`src/rtl/sdram_burst_colseq.sv`:
```
module sdram_burst_colseq #(
  parameter int COL_W = 8
) (
  input  logic             clk,
  input  logic             rst_n,
  input  logic             start,
  input  logic [COL_W-1:0] start_col,
  input  logic [2:0]       blen_code,
  input  logic             interleave,
  input  logic             stop,
  output logic             col_valid,
  output logic [COL_W-1:0] col_addr,
  output logic             col_last
);

  localparam logic [COL_W-1:0] ALL_ONES = '1;

  logic             busy_q;
  logic             ilv_q;
  logic             full_q;
  logic [COL_W-1:0] base_q;
  logic [COL_W-1:0] beat_q;
  logic [COL_W-1:0] mask_q;
  logic [COL_W-1:0] mask_d;
  logic [COL_W-1:0] low_lin;
  logic [COL_W-1:0] low_ilv;
  logic             final_beat;

  assign mask_d = blen_code[2] ? ALL_ONES : COL_W'((4'd1 << blen_code[1:0]) - 4'd1);

  always_ff @(posedge clk) begin
    if (!rst_n) begin
      busy_q <= 1'b0;
      ilv_q  <= 1'b0;
      full_q <= 1'b0;
      base_q <= '0;
      beat_q <= '0;
      mask_q <= '0;
    end else if (start) begin
      busy_q <= 1'b1;
      ilv_q  <= interleave & ~blen_code[2];
      full_q <= blen_code[2];
      base_q <= start_col;
      beat_q <= '0;
      mask_q <= mask_d;
    end else if (busy_q) begin
      if (stop || final_beat) busy_q <= 1'b0;
      else beat_q <= beat_q + 1'b1;
    end
  end

  assign low_lin    = (base_q + beat_q) & mask_q;
  assign low_ilv    = (base_q ^ beat_q) & mask_q;
  assign final_beat = busy_q & ~full_q & (beat_q == mask_q);

  assign col_valid = busy_q;
  assign col_addr  = (base_q & ~mask_q) | (ilv_q ? low_ilv : low_lin);
  assign col_last  = busy_q & (stop | final_beat);

  AST_START_LOADS: assert property (@(posedge clk) disable iff (!rst_n)
    start |=> col_valid && col_addr == $past(start_col));

  AST_DONE_AFTER_LAST: assert property (@(posedge clk) disable iff (!rst_n)
    col_last && !start |=> !col_valid);

  AST_FULL_STEP: assert property (@(posedge clk) disable iff (!rst_n)
    col_valid && full_q && !col_last && !start |=> col_valid && col_addr == COL_W'($past(col_addr) + 1'b1));

  AST_UPPER_HELD: assert property (@(posedge clk) disable iff (!rst_n)
    col_valid && !col_last && !start |=> (col_addr & ~mask_q) == ($past(col_addr) & ~$past(mask_q)));

  AST_IDLE_STOP: assert property (@(posedge clk) disable iff (!rst_n)
    !col_valid && !start |=> !col_valid);

endmodule

```
`config.mk`:
```
export PLATFORM = sky130hd
export DESIGN_NAME = sdram_burst_colseq
export DESIGN_NICKNAME = d
export VERILOG_FILES = /design/src/rtl/sdram_burst_colseq.sv
export SDC_FILE = /design/constraint.sdc
export NUM_CORES = 1
export LEC_CHECK = 0
export BUFFER_PORTS_ARGS = -buffer_cell sky130_fd_sc_hd__buf_2
export CAP_MARGIN = 20
export CORE_MARGIN = 1
export CORE_UTILIZATION = 28
export DETAILED_ROUTE_END_ITERATION = 12
export MAX_ROUTING_LAYER = met4
export PLACE_DENSITY = 0.48
export SYNTH_ARGS = -nofsm -noshare
export SYNTH_HDL_FRONTEND = slang
export SYNTH_SLANG_ARGS = --single-unit
```
`constraint.sdc`:
```
create_clock -name clk -period 2.61 [get_ports clk]
set_input_delay 0.522 -clock clk [delete_from_list [all_inputs] [get_ports clk]]
set_output_delay 0.522 -clock clk [all_outputs]
set_load 0.02 [all_outputs]
```
==> run summary <==
Status: completed
Largest net degree at the start of global routing: 18
Post-synthesis cell area: 1649 um^2
Die Footprint: 6201 um^2
Fin Hold WS: 0.4777 ns
DR WL/cell: 13.36 um
Setup clock skew after layout: 0.003040 ns
Number of global-route vias before repair: 1,401
Worst Path Required: 2.09 ns
Max-slew violations: 0
Fin crit period: 2.585 ns
CTS tree: done
WP buf/inv: 2
Share of cells above drive strength 1: 30.30%
Total negative slack: 0 ns
Post-layout nets: 259
Drt total wl: 4048 um
Via Count: 1,468
Slew @ Worst Pin: 0.5129 ns
DRC Markers: 0
HP Class: reg -> reg
Die Y-Extent: 78.75 um
Via/cell ratio: 4.845
Top cell type's share of synthesized area: 31.56%
Initial antenna violation count: 0
Pleak: 0.8829 nW
Synth unique cells: 41
Placement Rows: 27
Flop and latch count out of synthesis: 26
Drt first pass iters: 4
Overall power: 939.2 uW
Peak VDD IR: 233.6 uV
Final Hold Vio Count: 0
Initial Utilization: 29.41%
H-tree depth: 1
Pre-CTS setup slack: 0.08920 ns
Clk buf depth: 2
Clk root buf: clkbuf_8
Final setup fails: 0
P&R area growth vs syn: 28.45%
Syn_area_per_cell: 8.371 um^2
Period utilization: 99.04%
Global route overflow: 0
Critical Path Fanout Max: 2
I/O pins: 26
Top cells by area, synth: dfxtp_1 (32%), ha_1 (7.6%), mux2i_1 (7.3%)
Fmax: 0.3868 GHz
Delay-heaviest family, CP: compound AO/OA/AOI/OAI gates
Cell chain of the critical path: ha_4, inv_2, fa_2, nor2b_2, o21ai_2, a211oi_2, or3_1, a31o_2, buf_6
# hold bufs at CTS: 0
Ys Warns: 0
Tot GR Track Use: 14.49%
Largest incremental delay on the critical path: 0.36 ns
Clk sink count: 26
Clock Latency Late Sink: 0.27 ns
Synth area leader: dfxtp_1
Fillers: 601
CP arrival: 2.06 ns
Cells after Synth: 197
Post-Syn Nets: 224
CP Class: reg -> out
Port-buffer cells: 25
DRT iter0 DRCs: 81
Antenna diodes: 0
Routability cong.: 0.7584
CP max stage cell: or3_1
Detailed Place HPWL: 3146 um
RSZ-0062 raised after global routing: yes
Core footprint: 5608 um^2
First-pass GRT wire length: 6762 um
Clock slew at reported path FFs: 0.10 ns
Final ANT Viol Nets: 0
Max-cap viol count: 0
Die X: 78.75 um
CP startpoint kind: flop
PwrDens: 443.4 nW/um^2
Crit. End Element: primary output
Num CTS Buffers: 3
Sequential-to-total area share from yosys stat: 31.56%
Setup ws final: 0.02501 ns
Relative slew margins: 65.74%
==> power breakdown <==
group	switching (mW)	internal [mW]	total (mW)
Sequential	0.0236	0.415	0.439
Combinational	0.0865	0.0735	0.160
Clock	0.135	0.205	0.341
==> through the flow <==
step                utilization [%]  area, um^2  cells
floorplan                         -        1649    197
global placement              33.91        1902    297
detailed placement            33.91        1902    297
CTS                           36.84        2066    302
global route                  37.77        2118    303
finish                        37.77        2118    303
==> worst reg2reg max path, delay by kind of cell, from the launching register on <==
family | cells | cell delay (ns)
multiplexers | 1 | 0.22
AND/OR/NAND/NOR | 3 | 0.72
XOR/XNOR | 1 | 0.22
flip-flops | 1 | 0.49
==> registers in the layout, summed over array words and instances (netlist names) <==
register,flops
base_q,8
mask_q,7
ilv_q,1
col_valid,1
full_q,1
beat_q,8
==> final timing paths <==
check	start	endpoint	slack, ns	depth (start not counted)
hold reg to reg	full_q	full_q	0.48	2
hold / removal	full_q	full_q	0.48	2
setup reg to reg	beat_q[7]	beat_q[7]	0.90	5
setup / recovery	base_q[0]	col_addr[6]	0.03	9
==> logic make-up after synthesis <==
kind of cell	synth area share (%)
simple gates	23.22
compound gates	17.75
flops	31.56
buf+inv	4.324
mux	7.967
xor+xnor	6.373
fa+ha+maj	8.801
==> cell usage after synthesis (all sizes together) <==
| cell type | instances |
|---|---|
| nor4 | 3 |
| dfxtp | 26 |
| nand3 | 3 |
| or3 | 6 |
| or2b | 1 |
| a31o | 1 |
| mux2i | 12 |
| a311oi | 2 |
| xor2 | 7 |
| inv | 9 |
| ha | 10 |
| a21boi | 2 |
| a211oi | 2 |
| nand2 | 12 |
| mux2 | 1 |
| o21ai | 17 |
| buf | 3 |
| o32ai | 1 |
| a21o | 3 |
| nand3b | 1 |
| a31oi | 1 |
| xnor2 | 5 |
| nor2 | 14 |
| nor2b | 15 |
| clkbuf | 4 |
| and3 | 2 |
| o21a | 1 |
| a21oi | 17 |
| nand4 | 2 |
| nor3b | 1 |
| nor3 | 2 |
| nand2b | 8 |
| o31ai | 2 |
| fa | 1 |
==> routing by layer <==
layer	track usage, %	share of wire, %	vias to the layer above	wire length (um)
met1	19.40	50	682	2032
met4	4.444	1.6	0	63
met3	2.529	3.8	4	153
met2	22.17	44	27	1797
li1	-	-	755	-
met5	-	0	-	0
==> repair_timing <==
action | in CTS | in global routing
buffers inserted | 1 | 1
endpoints found under the hold margin | 0 | 0
pin swaps | 7 | 12
gates resized for setup | 17 | 16
setup endpoints to repair | 4 | 5
==> cells in the final DEF (no fill, tap or decap), types with 4 or more instances in the layout <==
master / synthesis / routed
buf_2: 0 / 23
dfxtp_1: 26 / 18
a21oi_1: 17 / 16
nor2_1: 14 / 14
nor2b_1: 15 / 14
buf_4: 1 / 13
nand2_1: 12 / 12
o21ai_0: 16 / 12
mux2i_1: 12 / 12
inv_1: 9 / 8
nand2b_1: 8 / 8
xor2_1: 7 / 7
dfxtp_2: 0 / 7
or3_1: 5 / 5
xnor2_1: 5 / 5
ha_1: 10 / 5
ha_4: 0 / 5
o21ai_1: 1 / 4
==> cell type report <==
cell class | instances | area (um^2) | share of cell area (%)
clock inverter | 1 | 30.03 | 1.418
inverter | 9 | 33.78 | 1.595
sequential | 26 | 533.0 | 25.16
clock buffer | 3 | 41.29 | 1.949
timing repair buffer | 37 | 224.0 | 10.57
multi-input combinational | 155 | 1166 | 55.05
tap | 72 | 90.09 | 4.253
No activity file was read; power rests on OpenSTA's default activity.
